File: src/rtl/gpio_amask_pkg.sv
package gpio_amask_pkg;

   typedef enum logic [1:0] {
      RGN_NONE = 2'd0,
      RGN_DATA = 2'd1,
      RGN_DIR  = 2'd2
   } gpio_rgn_e;

endpackage

File: src/rtl/gpio_amask_decode.sv
module gpio_amask_decode
   import gpio_amask_pkg::*;
#(
   parameter int LINES  = 8,
   parameter int ADDR_W = 12
) (
   input  logic [ADDR_W-1:0] addr,
   output gpio_rgn_e         rgn,
   output logic [LINES-1:0]  mask
);
   localparam int MSB_LO = LINES + 2;
   localparam logic [ADDR_W-1:0] DIR_OFS = ADDR_W'(1) << MSB_LO;

   logic aligned;
   logic in_window;

   assign aligned   = (addr[1:0] == 2'b00);
   assign in_window = (addr[ADDR_W-1:MSB_LO] == '0);
   assign mask      = addr[MSB_LO-1:2];

   always_comb begin
      if (aligned && in_window)  rgn = RGN_DATA;
      else if (addr == DIR_OFS)  rgn = RGN_DIR;
      else                       rgn = RGN_NONE;
   end
endmodule

File: src/rtl/gpio_amask_sync.sv
module gpio_amask_sync #(
   parameter int W      = 8,
   parameter int STAGES = 2
) (
   input  logic         clk,
   input  logic         rst_n,
   input  logic [W-1:0] d,
   output logic [W-1:0] q
);
   logic [W-1:0] chain [STAGES];

   genvar s;
   generate
      for (s = 0; s < STAGES; s++) begin : g_stage
         if (s == 0) begin : g_first
            always_ff @(posedge clk or negedge rst_n) begin
               if (!rst_n) chain[s] <= '0;
               else        chain[s] <= d;
            end
         end else begin : g_next
            always_ff @(posedge clk or negedge rst_n) begin
               if (!rst_n) chain[s] <= '0;
               else        chain[s] <= chain[s-1];
            end
         end
      end
   endgenerate

   assign q = chain[STAGES-1];
endmodule

File: src/rtl/gpio_amask_bank.sv
module gpio_amask_bank #(
   parameter int LINES = 8
) (
   input  logic             clk,
   input  logic             rst_n,
   input  logic             wr_data,
   input  logic             wr_dir,
   input  logic [LINES-1:0] mask,
   input  logic [LINES-1:0] wdata,
   output logic [LINES-1:0] out_q,
   output logic [LINES-1:0] dir_q
);
   genvar i;
   generate
      for (i = 0; i < LINES; i++) begin : g_line
         always_ff @(posedge clk or negedge rst_n) begin
            if (!rst_n)                 out_q[i] <= 1'b0;
            else if (wr_data && mask[i]) out_q[i] <= wdata[i];
         end
      end
   endgenerate

   always_ff @(posedge clk or negedge rst_n) begin
      if (!rst_n)      dir_q <= '0;
      else if (wr_dir) dir_q <= wdata;
   end
endmodule

File: src/rtl/gpio_amask_port.sv
module gpio_amask_port
   import gpio_amask_pkg::*;
#(
   parameter int NUM_LINES   = 8,
   parameter int ADDR_W      = 12,
   parameter int SYNC_STAGES = 2
) (
   input  logic                 pclk,
   input  logic                 presetn,
   input  logic                 psel,
   input  logic                 penable,
   input  logic                 pwrite,
   input  logic [ADDR_W-1:0]    paddr,
   input  logic [NUM_LINES-1:0] pwdata,
   output logic [NUM_LINES-1:0] prdata,
   output logic                 pready,
   output logic                 pslverr,
   input  logic [NUM_LINES-1:0] pad_in,
   output logic [NUM_LINES-1:0] pad_out,
   output logic [NUM_LINES-1:0] pad_oe
);
   generate
      if (NUM_LINES < 1) begin : g_bad_lines
         $error("NUM_LINES must be at least 1");
      end
      if (ADDR_W < NUM_LINES + 3) begin : g_bad_addr
         $error("ADDR_W too narrow for mask window and direction offset");
      end
      if (SYNC_STAGES < 2) begin : g_bad_sync
         $error("SYNC_STAGES must be at least 2");
      end
   endgenerate

   gpio_rgn_e          rgn;
   logic [NUM_LINES-1:0] mask;
   logic [NUM_LINES-1:0] out_q;
   logic [NUM_LINES-1:0] dir_q;
   logic [NUM_LINES-1:0] pin_sync;
   logic [NUM_LINES-1:0] line_val;
   logic                 acc_wr;
   logic                 rd_sel;

   gpio_amask_decode #(.LINES(NUM_LINES), .ADDR_W(ADDR_W)) u_dec (
      .addr (paddr),
      .rgn  (rgn),
      .mask (mask)
   );

   assign acc_wr = psel && penable && pwrite;

   gpio_amask_bank #(.LINES(NUM_LINES)) u_bank (
      .clk     (pclk),
      .rst_n   (presetn),
      .wr_data (acc_wr && (rgn == RGN_DATA)),
      .wr_dir  (acc_wr && (rgn == RGN_DIR)),
      .mask    (mask),
      .wdata   (pwdata),
      .out_q   (out_q),
      .dir_q   (dir_q)
   );

   gpio_amask_sync #(.W(NUM_LINES), .STAGES(SYNC_STAGES)) u_sync (
      .clk   (pclk),
      .rst_n (presetn),
      .d     (pad_in),
      .q     (pin_sync)
   );

   assign line_val = (dir_q & out_q) | (~dir_q & pin_sync);
   assign rd_sel   = psel && !pwrite;

   always_comb begin
      prdata = '0;
      if (rd_sel) begin
         unique case (rgn)
            RGN_DATA: prdata = line_val & mask;
            RGN_DIR:  prdata = dir_q;
            default:  prdata = '0;
         endcase
      end
   end

   assign pready  = 1'b1;
   assign pslverr = 1'b0;
   assign pad_out = out_q;
   assign pad_oe  = dir_q;
endmodule

File: config.mk
export PLATFORM = sky130hd
export DESIGN_NAME = gpio_amask_port
export DESIGN_NICKNAME = d
export VERILOG_FILES = /design/src/rtl/gpio_amask_pkg.sv /design/src/rtl/gpio_amask_decode.sv /design/src/rtl/gpio_amask_sync.sv /design/src/rtl/gpio_amask_bank.sv /design/src/rtl/gpio_amask_port.sv
export SDC_FILE = /design/constraint.sdc
export NUM_CORES = 1
export LEC_CHECK = 0
export CAP_MARGIN = 20
export CELL_PAD_IN_SITES_DETAIL_PLACEMENT = 0
export CELL_PAD_IN_SITES_GLOBAL_PLACEMENT = 1
export CORE_MARGIN = 5
export CORE_UTILIZATION = 30
export CTS_BUF_LIST = sky130_fd_sc_hd__clkbuf_16
export DETAILED_ROUTE_END_ITERATION = 6
export DONT_BUFFER_PORTS = 1
export PLACE_DENSITY_LB_ADDON = 0.12
export SLEW_MARGIN = 10
export SYNTH_ARGS = -nofsm -noshare
export SYNTH_HDL_FRONTEND = slang
export SYNTH_SLANG_ARGS = --single-unit
File: constraint.sdc
create_clock -name pclk -period 2.7 [get_ports pclk]
set_clock_uncertainty 0.05 [all_clocks]
set_input_delay 0.27 -clock pclk [delete_from_list [all_inputs] [get_ports pclk]]
set_output_delay 0.27 -clock pclk [all_outputs]
set_load 0.01 [all_outputs]
==> results of run 1 <==
cells in the final DEF (no fill, tap or decap):
| master | netlist | layout |
|---|---|---|
| nand2_1 | 8 | 8 |
| buf_12 | 0 | 1 |
| clkinv_1 | 0 | 2 |
| nor3_1 | 2 | 2 |
| mux2_2 | 8 | 8 |
| dfrtp_1 | 32 | 32 |
| nand2b_1 | 1 | 1 |
| nor2_1 | 9 | 9 |
| and4_1 | 3 | 3 |
| dlygate4sd3_1 | 0 | 9 |
| nor4_4 | 1 | 1 |
| mux2_4 | 16 | 16 |
| clkbuf_16 | 0 | 5 |
| conb_1 | 2 | 2 |
| nor4b_1 | 1 | 1 |
| buf_4 | 3 | 2 |
| a32oi_1 | 8 | 8 |
sequential cells by signal, summed over array words and instances (netlist names):
register	count
u_bank.dir_q	8
u_bank.out_q	8
u_sync.chain	8
u_sync.q	8
metal layers:
layer	track usage, %	share of wire, %	vias to the layer above
li1	-	-	371
met1	15.6	42	424
met2	15.7	45	45
met3	5.72	12	2
met4	4.20	0.45	0
met5	0	0	-
where the power goes:
group,switching (W),internal (W)
clock network,0.000179,0.000329
logic,0.0000216,0.0000330
registers,0.0000173,0.000503
total,0.000218,0.000864
final cells by class:
class                   instances  area, um2
repair buffers                 12        125
fillers                       434       2780
clock buffers                   5        125
multi-input cells              59        544
flip-flops and latches         32        801
clock inverters                 2       7.51
well taps                      52       65.1
cell usage after synthesis, drive strengths merged:
cell type  instances  area share (%)
dfrtp             32              57
mux2              24              24
nor2               9             2.4
a32oi              8             5.0
nand2              8             2.2
buf                6             3.5
and4               3             1.9
conb               2            0.54
nor3               2            0.72
nand2b             1            0.45
nor4               1             1.5
nor4b              1            0.63
logic make-up after synthesis:
| logic type | synth area share [%] |
|---|---|
| other | 0.539 |
| AOI/OAI and AO/OA | 5.03 |
| DFF | 57.5 |
| muxes | 23.7 |
| and+or+nand+nor | 9.79 |
| buffers and inverters | 3.50 |
stage by stage:
stage / area [um2] / worst slack [ps]
2_1_floorplan: 1390 / 1030
3_3_place_gp: 1430 / 869
3_5_place_dp: 1430 / 775
4_1_cts: 1670 / 986
5_1_grt: 1670 / 915
6_report: 1670 / 1000
critical path, stage by stage (launching register included):
cell and delay, ps:
dfrtp_1 450, mux2_2 370, a32oi_1 190, nor2_1 100
worst paths after layout:
kind                                      start  slack, ps  depth (start not counted)         endpoint
worst max-delay path            u_bank.dir_q[4]       1000                          3        prdata[4]
worst min-delay path                  pwdata[6]         90                          1  u_bank.dir_q[6]
worst max register to register  u_bank.dir_q[5]       1790                          1  u_bank.dir_q[5]
worst min register to register  u_sync.chain[9]        300                          0      u_sync.q[1]
max in group asynchronous               presetn       2040                          2  u_bank.dir_q[0]
min in group asynchronous               presetn        390                          2  u_bank.out_q[5]
==> reports/results.txt, run 1 <==
Ys Warns - 0
I/O pin cnt - 59
Hold Fails Final Rpt - 0
Hold Buf Count CTS - 10
overall routing resource usage - 11.5%
CTS Root Cell - clkbuf_16
DRT Pass-1 Iters - 4
# placed instances - 145
P_leak - 0.725 nW
global-route wire length before repair - 5170 um
Peak VDD IR - 296 uV
Seq cells post-synth - 32
Cell Rows - 24
Hold WS - 94.0 ps
Clock Path Buffers - 2
Mapped Cells - 97
Nets - 143
outcome - finished clean
critical path endpoint category - primary output
DRC viols - 0
total power after layout - 0.00108 W
post_cts resized - 0
Tmin final - 1700 ps
htree depth - 2
CTS tree - built
worst slew margin relative to its limit - 64.3%
Chip Width - 78.2 um
Syn Area/Cell - 14.4 um2
DP HPWL - 2450 um
Post-Layout Cell Count - 162
via count of the routed design - 842
Syn Nets - 130
post-layout util - 37.5%
sequential cell area fraction in the yosys report - 57.5%
Pwr per Cell Area - 649 nW/um2
WS Path Type - flip-flop to primary output
post-route setup TNS - 0 ps
MaxCap Viol Count - 0
largest net degree at the start of global routing - 33
PortBufs - 0
crit path DAT - 1380 ps
Final Wtd Congestion - 0.732
CP required - 2380 ps
distinct cell type count after synthesis - 15
vias in the first global route - 893
period utilisation layout - 62.9%
Initial Utilization - 31.4%
setup violators final - 0
slew at the pin closest to its max-slew limit - 536 ps
global route total overflow - 0
die area - 6110 um2
synthesized area - 1390 um2
die span in y - 78.2 um
Core Box Area - 4440 um2
unrepaired setup endpoints after global routing - false
via/cell ratio - 5.20
CTS Sinks - 32
Avg WL per Cell - 20.5 um
Area Growth Syn to Fin - 19.7%
Routed Antenna Nets - 0
antenna cells - 0
crit path launch type - flip-flop
crit path max fanout - 4
Hold Path Class - primary input to flip-flop
DRT iter0 DRCs - 34
maximum clock rate - 589 MHz
share of post-route cells with drive strength above 1 - 30.0%
routed wire length - 3320 um
setup bufs post-CTS - 0
clk_lat worst skew - 270 ps
Max Transition Viols Final - 0
Num CTS Buffers - 5
initial antenna violation count - 0
CTS clock-pin slew for the worst setup and hold paths - 50 ps
Note: power is estimated with default switching activity, not from simulation.
==> run 2, diff against run 1 <==
==> constraint.sdc (replaced) <==
create_clock -name pclk -period 1.7 [get_ports pclk]
set_clock_uncertainty 0.05 [all_clocks]
set_input_delay 0.17 -clock pclk [delete_from_list [all_inputs] [get_ports pclk]]
set_output_delay 0.17 -clock pclk [all_outputs]
set_load 0.01 [all_outputs]
==> reports/results.txt, run 2 (same netlist as run 1, synthesis figures left out) <==
I/O pin cnt - 59
share of power burned in registers - 46.5%
vias in the first global route - 998
htree depth - 2
outcome - finished clean
Area Growth Syn to Fin - 26.9%
unrepaired setup endpoints after global routing - false
P_leak - 0.775 nW
Core Box Area - 4440 um2
DRT Pass-1 Iters - 4
overall routing resource usage - 12.1%
initial antenna violation count - 0
die area - 6110 um2
global-route wire length before repair - 5460 um
clk_lat worst skew - 270 ps
Max Transition Viols Final - 0
Nets - 153
post_cts resized - 0
PortBufs - 0
largest net degree at the start of global routing - 33
share of post-route cells with drive strength above 1 - 30.6%
maximum clock rate - 616 MHz
WS Path Type - flip-flop to primary output
period utilisation layout - 95.5%
CTS tree - built
Clock Path Buffers - 2
DP HPWL - 2580 um
critical path launch point - u_bank.dir_q[4]
via/cell ratio - 5.09
HP Start - paddr[3]
hold depth - 2
Peak VDD IR - 499 uV
die span in y - 78.2 um
antenna cells - 0
setup violators final - 0
CP required - 1480 ps
Combinational Power Share - 5.9%
setup bufs post-CTS - 0
critical path endpoint category - primary output
Net Sw Frac - 21.6%
post-route setup TNS - 0 ps
crit path max fanout - 4
commonest non-fill, non-tap cell in the layout - dfrtp_1
Num CTS Buffers - 5
via count of the routed design - 881
Chip Width - 78.2 um
reg-to-reg startpoint - u_bank.dir_q[4]
Cell Rows - 24
CTS Root Cell - clkbuf_16
Hold Fails Final Rpt - 0
Internal - 0.00139 W
Final Wtd Congestion - 0.731
Hold Buf Count CTS - 18
global route total overflow - 0
CTS clock-pin slew for the worst setup and hold paths - 50 ps
Tmin final - 1620 ps
routed wire length - 3560 um
DRC viols - 0
Clk network pwr share - 47.6%
crit path DAT - 1400 ps
reg2reg path depth - 1
MaxCap Viol Count - 0
Avg WL per Cell - 20.6 um
total power after layout - 0.00178 W
Hold Path Class - primary input to flip-flop
Sw Pwr - 0.000384 W
Pwr per Cell Area - 1000 nW/um2
CTS Sinks - 32
Routed Antenna Nets - 0
crit path launch type - flip-flop
DRT iter0 DRCs - 42
commonest non-fill, non-tap cells in the layout - dfrtp_1 (32), dlygate4sd3_1 (17), mux2_4 (16)
Initial Utilization - 31.4%
[run 2: cell types whose count changed in the layout (fill, tap and decap cells not counted), sizes merged]
cell and change:
buf +2, dlygate4sd3 +8, clkinv +1
[run 2: metal layers]
metal	wire [um]	global-route usage, %	share of wire (%)	up-vias
met5	0	0	0	-
met4	45	6.29	1.3	0
met3	460	6.98	13	6
met2	1540	16.4	43	51
met1	1520	15.0	43	430
li1	-	-	-	394
[run 2: path summary, 6_finish.rpt]
path | endpoint | slack (ps)
worst max-delay path | prdata[4] | 80
worst min-delay path | u_bank.out_q[1] | 80
worst max register to register | u_bank.dir_q[4] | 790
worst min register to register | u_sync.q[7] | 300
max in group asynchronous | u_bank.dir_q[7] | 1130
min in group asynchronous | u_sync.chain[13] | 290
[run 2: power by group through the flow]
stage,Clock (W),Combinational (W),Sequential (W)
global placement,0,0.0000508,0.000840
global route,0.000912,0.000116,0.000830
detailed placement,0,0.0000519,0.000840
floorplan,0,0.0000487,0.000832
CTS,0.000876,0.000108,0.000827
finish,0.000845,0.000106,0.000826
[run 2: layout make-up]
class	count	area [um2]
clock inverter	3	13.8
sequential	32	801
tap	52	65.1
fill	453	2680
clock buffer	5	125
timing repair buffer	22	220
multi-input combinational	59	544
[run 2: worst max-delay path, stage by stage, from the launching register on]
cell and delay (ps):
dfrtp_1 460, mux2_2 360, a32oi_1 200, nor2_1 110
[run 2: per-stage QoR]
stage | cell area [um2] | setup slack [ps] | hold slack, ps | utilization, % | std cells
6_report | 1770 | 77.3 | 81.5 | 39.8 | 173
5_1_grt | 1770 | 7.72 | 72.5 | 39.8 | 173
4_1_cts | 1770 | 68.6 | 68.4 | 39.8 | 173
3_5_place_dp | 1440 | 75.6 | -175 | 32.4 | 147
3_3_place_gp | 1440 | 127 | -175 | 32.4 | 147
2_1_floorplan | 1390 | 132 | -176 | - | 97
